[config.mk]
export PLATFORM = sky130hd
export DESIGN_NAME = ctr_access_gate
export DESIGN_NICKNAME = d
export VERILOG_FILES = /design/src/rtl/ctr_gate_pkg.sv /design/src/rtl/ctr_target_decode.sv /design/src/rtl/ctr_mode_resolve.sv /design/src/rtl/ctr_fault_select.sv /design/src/rtl/ctr_access_gate.sv
export SDC_FILE = /design/constraint.sdc
export NUM_CORES = 1
export LEC_CHECK = 0
export BUFFER_PORTS_ARGS = -buffer_cell sky130_fd_sc_hd__buf_2
export CAP_MARGIN = 20
export CORE_MARGIN = 2
export CORE_UTILIZATION = 22
export DETAILED_ROUTE_END_ITERATION = 16
export PLACE_DENSITY = 0.74
export SLEW_MARGIN = 20
export SYNTH_ARGS = -nofsm -noshare
export SYNTH_HDL_FRONTEND = slang
export SYNTH_SLANG_ARGS = --single-unit
[constraint.sdc]
create_clock -name clk -period 1.4 [get_ports clk]
set_clock_uncertainty 0.15 [all_clocks]
set_input_delay 0 -clock clk [delete_from_list [all_inputs] [get_ports clk]]
set_output_delay 0 -clock clk [all_outputs]
set_load 0.03 [all_outputs]
[src/rtl/ctr_gate_pkg.sv]
package ctr_gate_pkg;

   typedef enum logic [1:0] {
      PRV_U   = 2'd0,
      PRV_S   = 2'd1,
      PRV_RSV = 2'd2,
      PRV_M   = 2'd3
   } priv_e;

   typedef enum logic [1:0] {
      TGT_CSR  = 2'd0,
      TGT_WIN  = 2'd1,
      TGT_INSN = 2'd2,
      TGT_NONE = 2'd3
   } tgt_e;

   localparam logic [2:0] CSR_CTL   = 3'd1;
   localparam logic [2:0] CSR_VSCTL = 3'd2;
   localparam logic [2:0] CSR_DEPTH = 3'd3;
   localparam logic [2:0] CSR_STAT  = 3'd4;

   localparam logic [31:0] CLEAR_WORD = 32'h1040_0073;

   typedef struct packed {
      logic allow;
      logic illegal;
      logic virt;
      logic clear;
   } verdict_t;

   typedef struct packed {
      logic m;
      logic hs;
      logic u;
      logic vs;
      logic vu;
      logic rsv;
   } mode_t;

endpackage

[src/rtl/ctr_target_decode.sv]
module ctr_target_decode
   import ctr_gate_pkg::*;
#(
   parameter int SEL_W  = 12,
   parameter int WIN_LO = 'h200,
   parameter int WIN_HI = 'h2FF
) (
   input  logic [1:0]       kind,
   input  logic [2:0]       csr_sel,
   input  logic [SEL_W-1:0] win_sel,
   input  logic [31:0]      insn,
   output logic             covered,
   output logic             is_depth,
   output logic             is_clear
);
   localparam logic [SEL_W-1:0] LO_V = SEL_W'(WIN_LO);
   localparam logic [SEL_W-1:0] HI_V = SEL_W'(WIN_HI);

   generate
      if (WIN_HI >= (1 << SEL_W) || WIN_LO > WIN_HI) begin : g_bad_range
         $error("ctr_target_decode: window range does not fit SEL_W");
      end
   endgenerate

   tgt_e kind_e;
   logic csr_hit;
   logic win_hit;

   always_comb begin
      kind_e   = tgt_e'(kind);
      csr_hit  = (csr_sel == CSR_CTL) || (csr_sel == CSR_VSCTL) ||
                 (csr_sel == CSR_DEPTH) || (csr_sel == CSR_STAT);
      win_hit  = (win_sel >= LO_V) && (win_sel <= HI_V);
      is_clear = (kind_e == TGT_INSN) && (insn == CLEAR_WORD);
      is_depth = (kind_e == TGT_CSR) && (csr_sel == CSR_DEPTH);
      unique case (kind_e)
         TGT_CSR:  covered = csr_hit;
         TGT_WIN:  covered = win_hit;
         TGT_INSN: covered = is_clear;
         default:  covered = 1'b0;
      endcase
   end
endmodule

[src/rtl/ctr_mode_resolve.sv]
module ctr_mode_resolve
   import ctr_gate_pkg::*;
(
   input  logic [1:0] priv,
   input  logic       virt,
   input  logic       cfg_hyp,
   input  logic       cfg_stateen,
   input  logic       men_ctr,
   input  logic       hen_ctr,
   output mode_t      mode,
   output logic       m_gate_closed,
   output logic       h_gate_closed
);
   priv_e p;
   logic  v_eff;
   logic  hen_eff;

   always_comb begin
      p       = priv_e'(priv);
      v_eff   = virt & cfg_hyp;
      // the hypervisor bit reads as zero while the machine bit is clear
      hen_eff = men_ctr & hen_ctr;
      mode    = '0;
      mode.m   = (p == PRV_M);
      mode.rsv = (p == PRV_RSV);
      mode.hs  = (p == PRV_S) & ~v_eff;
      mode.u   = (p == PRV_U) & ~v_eff;
      mode.vs  = (p == PRV_S) &  v_eff;
      mode.vu  = (p == PRV_U) &  v_eff;
      m_gate_closed = cfg_stateen & ~men_ctr;
      h_gate_closed = cfg_stateen & ~hen_eff;
   end
endmodule

[src/rtl/ctr_fault_select.sv]
module ctr_fault_select
   import ctr_gate_pkg::*;
(
   input  logic     covered,
   input  logic     is_depth,
   input  logic     is_clear,
   input  logic     ext_present,
   input  mode_t    mode,
   input  logic     m_gate_closed,
   input  logic     h_gate_closed,
   output verdict_t verdict
);
   logic ill;
   logic vir;

   always_comb begin
      ill = 1'b0;
      vir = 1'b0;
      if (covered) begin
         if (!ext_present)                   ill = 1'b1;
         else if (mode.m)                    ill = 1'b0;
         else if (mode.rsv || mode.u)        ill = 1'b1;
         else if (m_gate_closed)             ill = 1'b1;
         else if (mode.vs || mode.vu) begin
            if (h_gate_closed || mode.vu || is_depth) vir = 1'b1;
         end
      end
      verdict.illegal = ill;
      verdict.virt    = vir;
      verdict.allow   = ~ill & ~vir;
      verdict.clear   = is_clear & ~ill & ~vir;
   end
endmodule

[src/rtl/ctr_access_gate.sv]
module ctr_access_gate
   import ctr_gate_pkg::*;
#(
   parameter int SEL_W   = 12,
   parameter int WIN_LO  = 'h200,
   parameter int WIN_HI  = 'h2FF,
   parameter bit OUT_REG = 1'b1
) (
   input  logic             clk,
   input  logic             rst_n,
   input  logic             req_valid,
   input  logic [1:0]       req_kind,
   input  logic [2:0]       req_csr_sel,
   input  logic             req_win_virt,
   input  logic [SEL_W-1:0] req_win_sel,
   input  logic [31:0]      req_insn,
   input  logic [1:0]       priv,
   input  logic             virt,
   input  logic             men_ctr,
   input  logic             hen_ctr,
   input  logic             cfg_stateen,
   input  logic             cfg_hyp,
   input  logic             cfg_ctr_ext,
   output logic             acc_allow,
   output logic             acc_illegal,
   output logic             acc_virtual,
   output logic             ctr_clear
);
   logic     covered, is_depth, is_clear;
   logic     m_closed, h_closed;
   mode_t    mode;
   verdict_t vd, vd_gated;

   // both windows share one select range; req_win_virt only routes data
   logic win_virt_unused;
   assign win_virt_unused = req_win_virt;

   ctr_target_decode #(.SEL_W(SEL_W), .WIN_LO(WIN_LO), .WIN_HI(WIN_HI)) i_decode (
      .kind(req_kind), .csr_sel(req_csr_sel), .win_sel(req_win_sel),
      .insn(req_insn), .covered(covered), .is_depth(is_depth), .is_clear(is_clear)
   );

   ctr_mode_resolve i_mode (
      .priv(priv), .virt(virt), .cfg_hyp(cfg_hyp), .cfg_stateen(cfg_stateen),
      .men_ctr(men_ctr), .hen_ctr(hen_ctr), .mode(mode),
      .m_gate_closed(m_closed), .h_gate_closed(h_closed)
   );

   ctr_fault_select i_select (
      .covered(covered), .is_depth(is_depth), .is_clear(is_clear),
      .ext_present(cfg_ctr_ext), .mode(mode), .m_gate_closed(m_closed),
      .h_gate_closed(h_closed), .verdict(vd)
   );

   assign vd_gated = req_valid ? vd : '0;

   generate
      if (OUT_REG) begin : g_reg
         verdict_t vd_q;
         always_ff @(posedge clk) begin
            if (!rst_n) vd_q <= '0;
            else        vd_q <= vd_gated;
         end
         assign acc_allow   = vd_q.allow;
         assign acc_illegal = vd_q.illegal;
         assign acc_virtual = vd_q.virt;
         assign ctr_clear   = vd_q.clear;
      end else begin : g_comb
         assign acc_allow   = vd_gated.allow;
         assign acc_illegal = vd_gated.illegal;
         assign acc_virtual = vd_gated.virt;
         assign ctr_clear   = vd_gated.clear;
      end
   endgenerate
endmodule

# Word level (Yosys, flattened, before mapping)

Index checks and enable logic that the tools add are counted.

Output and inout port bits: 4
Logic and storage cells: 57
Input port bits: 61
Bits in registers: 4

Bitwise operators: 15
Reduce and logical (&&, ||, !) cells: 13
Equality and inequality tests: 10
Mux-type cells: 13
Magnitude comparators: 2

Operator list:

| operator               | count |
|---|---|
| $eq A32 B29 Y1 const B | 1 |
| $ge A12 B10 Y1 const B | 1 |
| $le A12 B10 Y1 const B | 1 |
| $mux W1                | 12 |
| $and A1 B1 Y1          | 10 |
| $logic_or A1 B1 Y1     | 7 |
| $eq A2 B2 Y1 const B   | 3 |
| $eq A3 B2 Y1 const B   | 2 |
| $not A1 Y1             | 5 |
| $eq A2 B1 Y1 const B   | 2 |
| $logic_not A2 Y1       | 2 |
| $eq A3 B1 Y1 const B   | 1 |
| $eq A3 B3 Y1 const B   | 1 |
| $logic_and A1 B1 Y1    | 3 |
| $pmux W1 S3            | 1 |
| $reduce_and A2 Y1      | 1 |

# Longest topological paths before layout

Gate-level depths: netlist of the first run.

Depth after elaboration: 14
Mapped depth: 5
Gate-level depth less buffers: 5

# Modules after synthesis

A second synthesis of the first run with hierarchy kept.

Cells, all modules: 50
Area, all modules: 416.6 µm²

By module, submodules not included:

| module            | cells an instance | times used | area an instance (µm²) | seq. area each (µm²) |
|---|---|---|---|---|
| ctr_target_decode | 22                | 1          | 157.7                  | 0.0 |
| ctr_access_gate   | 8                 | 1          | 105.1                  | 80.1 |
| ctr_fault_select  | 10                | 1          | 92.6                   | 0.0 |
| ctr_mode_resolve  | 10                | 1          | 61.3                   | 0.0 |

# Worst setup path after synthesis of the first run

No wires, ideal clock.

Path kind: input-to-reg
Start point: in req_insn[3]
End point: reg g_reg.vd_q, in the netlist acc_allow
Setup time: 0.116 ns
Arrival time: 1.113 ns
Cell stages on the path: 5
Path buffers: 0
Slack: 0.022 ns
Required time: 1.134 ns
Cell sequence: nand4b_1 > or4_1 > nor4_2 > a221oi_2 > a31o_1

Longest elaborated chain between the ends: 6
Elaborated cells between the ends (all ways): 8
Classes of those cells: eq/ne: 1; mux: 3; bitwise: 3; reduce/logical: 1

Ends and longest elaborated chain:

| item                    | RTL line                | RTL |
|---|---|---|
| start, declared         | ctr_access_gate.sv:16   | `input logic [31:0] req_insn,` |
| $eq A32 B29 Y1 (*)      | ctr_target_decode.sv:34 | `is_clear = (kind_e == TGT_INSN) && (insn == CLEAR_WORD);` |
| $logic_and A1 B1 Y1 (*) | ctr_target_decode.sv:34 |  |
| $pmux W1 S3 (*)         | ctr_target_decode.sv:36 | `unique case (kind_e)` |
| $mux W1                 | ctr_fault_select.sv:19  | `if (covered) begin` |
| $not A1 Y1              | ctr_fault_select.sv:30  | `verdict.allow = ~ill & ~vir;` |
| $and A1 B1 Y1 (*)       | ctr_fault_select.sv:30  |  |
| end signal, assigned    | ctr_access_gate.sv:62   | `else vd_q <= vd_gated;` |
| end, declared           | ctr_access_gate.sv:59   | `verdict_t vd_q;` |

Mark *: on every way between the ends. The rest lies on a longest branch, timed or not.
A chain may end at the register's enable or synchronous reset.

# Worst setup path in the final report of the first run

Start point: in virt
End point: reg g_reg.vd_q, in the netlist acc_allow

Longest elaborated chain between the ends: 13
Elaborated cells between the ends (all ways): 23
Classes of those cells: mux: 11; bitwise: 8; reduce/logical: 4

Ends and longest elaborated chain:

| item                             | RTL line               | RTL |
|---|---|---|
| start, declared                  | ctr_access_gate.sv:18  | `input logic virt,` |
| $and A1 B1 Y1 (*)                | ctr_mode_resolve.sv:20 | `v_eff = virt & cfg_hyp;` |
| $and A1 B1 Y1                    | ctr_mode_resolve.sv:29 | `mode.vu = (p == PRV_U) & v_eff;` |
| $logic_or A1 B1 Y1 (2 in series) | ctr_fault_select.sv:25 | `if (h_gate_closed \|\| mode.vu \|\| is_depth) vir = 1'b1;` |
| $mux W1                          | ctr_fault_select.sv:25 |  |
| $mux W1                          | ctr_fault_select.sv:24 | `else if (mode.vs \|\| mode.vu) begin` |
| $mux W1                          | ctr_fault_select.sv:23 | `else if (m_gate_closed) ill = 1'b1;` |
| $mux W1                          | ctr_fault_select.sv:22 | `else if (mode.rsv \|\| mode.u) ill = 1'b1;` |
| $mux W1                          | ctr_fault_select.sv:21 | `else if (mode.m) ill = 1'b0;` |
| $mux W1                          | ctr_fault_select.sv:20 | `if (!ext_present) ill = 1'b1;` |
| $mux W1                          | ctr_fault_select.sv:19 |  |
| $not A1 Y1                       | ctr_fault_select.sv:30 |  |
| $and A1 B1 Y1 (*)                | ctr_fault_select.sv:30 |  |

Marks and branches as above.

==> results of run 1 <==
[metrics by stage]
stage | cell area (um2) | setup slack [ns] | power, mW | hold WS (ns)
after CTS | 739 | 0.0544 | 0.404 | 0.00716
after global routing | 773 | 0.0474 | 0.429 | 0.115
final | 773 | 0.138 | 0.402 | 0.0972
after floorplan | 339 | 0.0216 | 0.160 | -0.0156
after global placement | 657 | -0.131 | 0.245 | 0.100
after detailed placement | 657 | -0.183 | 0.248 | 0.101
[final cells by class]
cell class | count | area (um2) | share of cell area
timing repair buffer | 65 | 373 | 0.482
multi-input combinational | 34 | 270 | 0.350
sequential | 4 | 80.1 | 0.104
clock buffer | 3 | 22.5 | 0.0291
tap | 16 | 20.0 | 0.0259
inverter | 2 | 7.51 | 0.00971
[cells by family (layout without fill, tap and decap cells)]
group	Yosys count	count (layout)	share of synthesized area
AOI/OAI and AO/OA	5	5	0.140
xor gates and xnor gates	1	1	0.0258
buffers and inverters	2	70	0.0221
DFF	4	4	0.236
muxes	1	1	0.0295
and+or+nand+nor	27	27	0.546
[power by group through the flow]
stage / logic (mW) / clock network, mW / registers (mW)
global placement: 0.125 / 0 / 0.120
detailed placement: 0.128 / 0 / 0.120
finish: 0.148 / 0.136 / 0.118
CTS: 0.141 / 0.144 / 0.118
floorplan: 0.0333 / 0 / 0.127
global route: 0.163 / 0.147 / 0.119
[worst max path at each step]
stage | endpoint
floorplan | acc_allow$_SDFF_PN0_
global placement | acc_allow$_SDFF_PN0_
detailed placement | acc_allow$_SDFF_PN0_
CTS | acc_allow$_SDFF_PN0_
global route | acc_allow$_SDFF_PN0_
finish | acc_allow$_SDFF_PN0_
[per-layer routing]
| layer | up-vias | wire, um | global-route usage |
|---|---|---|---|
| li1 | 300 | - | - |
| met2 | 41 | 645 | 0.248 |
| met1 | 238 | 438 | 0.123 |
| met3 | 6 | 128 | 0.0340 |
| met5 | - | 0 | 0 |
| met4 | 0 | 53 | 0.115 |
[critical path, delay by kind of cell]
family | cells | cell delay (ns)
AO/OA/AOI/OAI | 2 | 0.26
multiplexers | 1 | 0.25
buffers and inverters | 1 | 0.56
AND/OR/NAND/NOR | 1 | 0.16
[placed cells by master (no fill, tap or decap)]
master           n
nor4_1           3
nor4_4           1
a31o_1           1
buf_2           54
nor4b_1          4
a221oi_2         1
clkbuf_4         3
and2_2           1
dlygate4sd3_1    4
nor4b_2          2
xnor2_1          1
nor2b_1          1
or4_1            1
nand2_1          5
buf_4            5
nand4b_1         1
inv_1            2
a21oi_2          1
nor4_2           1
nor2_1           3
dfxtp_1          4
nand4_1          1
nand2b_1         1
a221oi_1         1
mux2i_1          1
nand3_1          2
dlymetal6s4s_1   2
o211a_1          1
[what timing repair did]
action	CTS	global route
hold buffers	6	0
resized for setup	0	5
buffers inserted	0	2
hold endpoints to repair	3	0
endpoints found under the setup margin	0	3
[state kept, by name, summed over array words and instances, names as in the netlist]
name / flops
acc_allow: 1
acc_illegal: 1
acc_virtual: 1
ctr_clear: 1
==> flow_summary.toml, run 1 <==
[layout]
nets = 171
antennaDiodeCount = 0
stdcell_count = 124
n_fill_cell = 158
syn_to_final_growth_pct = 128
fin_util = 0.526
layout-drive-gt1-share = 0.639

[clock_network]
cts_tree = "done"
cts_htree_levels = 1
cts_buffers = 3
clk_pin_slew_ns = 0.03
ctsLongestPathBuffers = 2
clock-root-buffer = "clkbuf_4"
clkSinkCount = 4

[placed_design]
dp.cells = 114
place.gp.congestion = 0.747
portBuffers = 55
dpl.hpwl_um = 1040

[global_routing]
antenna_found_initial = 0
grt_pass1_wl_um = 1910
grt_pass1_vias = 563
track_usage = 0.137
grt_max_degree = 5
grt_overflow = 0

[power_and_ir_drop]
power.density_mw_per_mm2 = 519
ir_drop_mv = 0.208
swShare = 0.242
seq_power_share = 0.295
p_leak_nw = 0.423
combPwrFrac = 0.368
p_switching_mw = 0.0970
p_int_mw = 0.305
pwr-share-clk = 0.337

[floorplan]
die_h_um = 43.3
initial_utilization = 0.230
num_rows = 14
coreArea_mm2 = 0.00147
pin_count = 65
die_w_um = 43.3
die-area_mm2 = 0.00187

[drt]
viasPerCell = 4.72
drc_errors = 0
num_vias = 585
routed_wl_um = 1270
drt_first_iter_violations = 2
antenna_left = 0
routedWlPerCell_um = 10.2
first_pass_iters = 3

[worst_setup_path]
slowest_stage = "dlygate4sd3_1"
slowest_delay_ns = 0.56
crit_chain = "dlygate4sd3_1 -> nand4_1 -> mux2i_1 -> a21oi_2 -> a31o_1"
start_kind = "input port"
critPathMaxFanout = 3
crit_required_ns = 1.37
crit_start = "virt"
path_class = "input port to register"
arrival_ns = 1.23
cp-end-kind = "register"

[timing]
max_clock_freq_mhz = 793
worstMarginPinSlew_ns = 0.482
finalHoldViolCount = 0
drv_slew = 0
rsz0062_at_grt = "no"
tns_ns = 0
period_share = 0.901
timing.slew.headroom = 0.674
setup-violations-final = 0
layout_min_cycle_time_ns = 1.26

[worst_hold_path]
min_to = "ctr_clear$_SDFF_PN0_"
min_delay_path_depth = 5
hp-class = "input port to register"
min_from = "req_insn[14]"

[yosys]
yosys_warnings = 0
ys_top_cells_by_count = "nand2_1 (5), nor4b_1 (5), dfxtp_1 (4)"
syn_avg_cell_area_um2 = 8.48
seq_area_frac_synth = 0.236
syn_nets = 101
netlist_area_um2 = 339
synthCells = 40
yosys-top-cells-area = "dfxtp_1 (24%), nor4b_1 (13%), nor4_2 (7.4%), nand2_1 (5.5%), nor4_1 (5.5%)"
synth_edf_count = 0
synth_cell_types = 22
synth_top_area_share = 0.236
synth_area_leader_cell = "dfxtp_1"
ys_ff_latch = 4
synthArstFlopShare = 0
ys.flop_type = "dfxtp_1"

[job]
maxCapViolCount = 0

[outcome]
status = "finished, final reports clean"
Note: power is estimated with default switching activity, not from simulation.
==> run 2, diff against run 1 <==
Settings changed: RECOVER_POWER set to 25, TNS_END_PERCENT set to 10.
==> flow_summary.toml, run 2 (synthesis gave the netlist of run 1 again) <==
[outcome]
status = "finished, final reports clean"

[job]
maxCapViolCount = 0

[worst_setup_path]
crit_start = "virt"
crit_required_ns = 1.37
path_class = "input port to register"
critPathMaxFanout = 3
start_kind = "input port"
cp-end-kind = "register"
arrival_ns = 1.22
crit_end = "acc_allow$_SDFF_PN0_"

[power_and_ir_drop]
power.density_mw_per_mm2 = 521
p_leak_nw = 0.414
p_int_mw = 0.305
seq_power_share = 0.295
p_switching_mw = 0.0970
combPwrFrac = 0.367
ir_drop_mv = 0.207
pwr-share-clk = 0.338
swShare = 0.242

[timing]
setup-violations-final = 0
finalHoldViolCount = 0
tns_ns = 0
worstMarginPinSlew_ns = 0.494
setup_ws_ns = 0.147
timing.slew.headroom = 0.666
drv_slew = 0
rsz0062_at_grt = "no"
period_share = 0.895
layout_min_cycle_time_ns = 1.25
max_clock_freq_mhz = 798

[floorplan]
initial_utilization = 0.230
die-area_mm2 = 0.00187
num_rows = 14
coreArea_mm2 = 0.00147
die_w_um = 43.3
die_h_um = 43.3
pin_count = 65

[global_routing]
track_usage = 0.137
grt_overflow = 0
antenna_found_initial = 0
grt_pass1_vias = 563
grt_pass1_wl_um = 1910
grt_max_degree = 5

[clock_network]
cts_tree = "done"
clkSinkCount = 4
cts_buffers = 3
cts_htree_levels = 1
clock-root-buffer = "clkbuf_4"
ctsLongestPathBuffers = 2
clk_pin_slew_ns = 0.03

[layout]
final_common_cell = "buf_2"
syn_to_final_growth_pct = 127
layout_common_cells = "buf_2 (52), nand2_1 (5), buf_4 (5)"
stdcell_count = 124
fin_util = 0.524
layout-drive-gt1-share = 0.620
antennaDiodeCount = 0
nets = 171

[worst_hold_path]
min_from = "req_insn[14]"
hp-class = "input port to register"

[placed_design]
dp.cells = 114
place.gp.congestion = 0.747
dpl.hpwl_um = 1040
dp_slack_ns = -0.183
portBuffers = 55

[drt]
antenna_left = 0
drt_first_iter_violations = 2
num_vias = 587
viasPerCell = 4.73
first_pass_iters = 4
drc_errors = 0
routedWlPerCell_um = 10.3
routed_wl_um = 1270
-- run 2: cell count changes in the layout (fill, tap and decap cells not counted), sizes merged --
cell,before,now
buf,59,57
clkbuf,3,5
-- run 2: metrics by stage --
stage	hold slack, ns	power [mW]	area (um2)
finish	0.0977	0.402	771
floorplan	-0.0156	0.160	339
detailed placement	0.101	0.248	657
global placement	0.100	0.245	657
global route	0.115	0.429	771
CTS	0.00716	0.404	739
-- run 2: final cells by class --
| type | instances | area, um2 |
|---|---|---|
| multi-input cells | 34 | 270 |
| repair buffers | 65 | 370 |
| fillers | 160 | 701 |
| inverters | 2 | 7.51 |
| flip-flops and latches | 4 | 80.1 |
| well taps | 16 | 20.0 |
| clock buffers | 3 | 22.5 |
-- run 2: worst min-delay path by stage --
| stage | end | slack, ns | cells after the start |
|---|---|---|---|
| after floorplan | acc_allow$_SDFF_PN0_ | -0.02 | 1 |
| after global placement | acc_allow$_SDFF_PN0_ | 0.10 | 2 |
| after detailed placement | acc_allow$_SDFF_PN0_ | 0.10 | 2 |
| after CTS | acc_virtual$_SDFF_PN0_ | 0.007 | 4 |
| after global routing | ctr_clear$_SDFF_PN0_ | 0.12 | 5 |
| final | ctr_clear$_SDFF_PN0_ | 0.1 | 5 |
-- run 2: repair_timing --
action                     4_1_cts  5_1_grt
setup endpoints to repair        0        3
hold buffers                     6        0
resized for setup                0        5
buffers inserted                 0        2
hold endpoints to repair         3        0
-- run 2: routing by layer --
metal,global-route usage,share of wire,vias to the layer above
li1,-,-,299
met1,0.123,0.34,239
met2,0.248,0.50,43
met3,0.0340,0.11,6
met4,0.115,0.045,0
met5,0,0,-
-- run 2: power by group through the flow --
stage	combinational (mW)	clock, mW	sequential (mW)
2_1_floorplan	0.0333	0	0.127
3_3_place_gp	0.125	0	0.120
3_5_place_dp	0.128	0	0.120
4_1_cts	0.141	0.144	0.118
5_1_grt	0.163	0.147	0.119
6_report	0.147	0.136	0.118
-- run 2: worst max-delay path, cell delays in order --
cell           delay, ns
dlygate4sd3_1       0.56
nand4_1             0.16
mux2i_1             0.25
a21oi_2             0.08
a31o_1              0.18
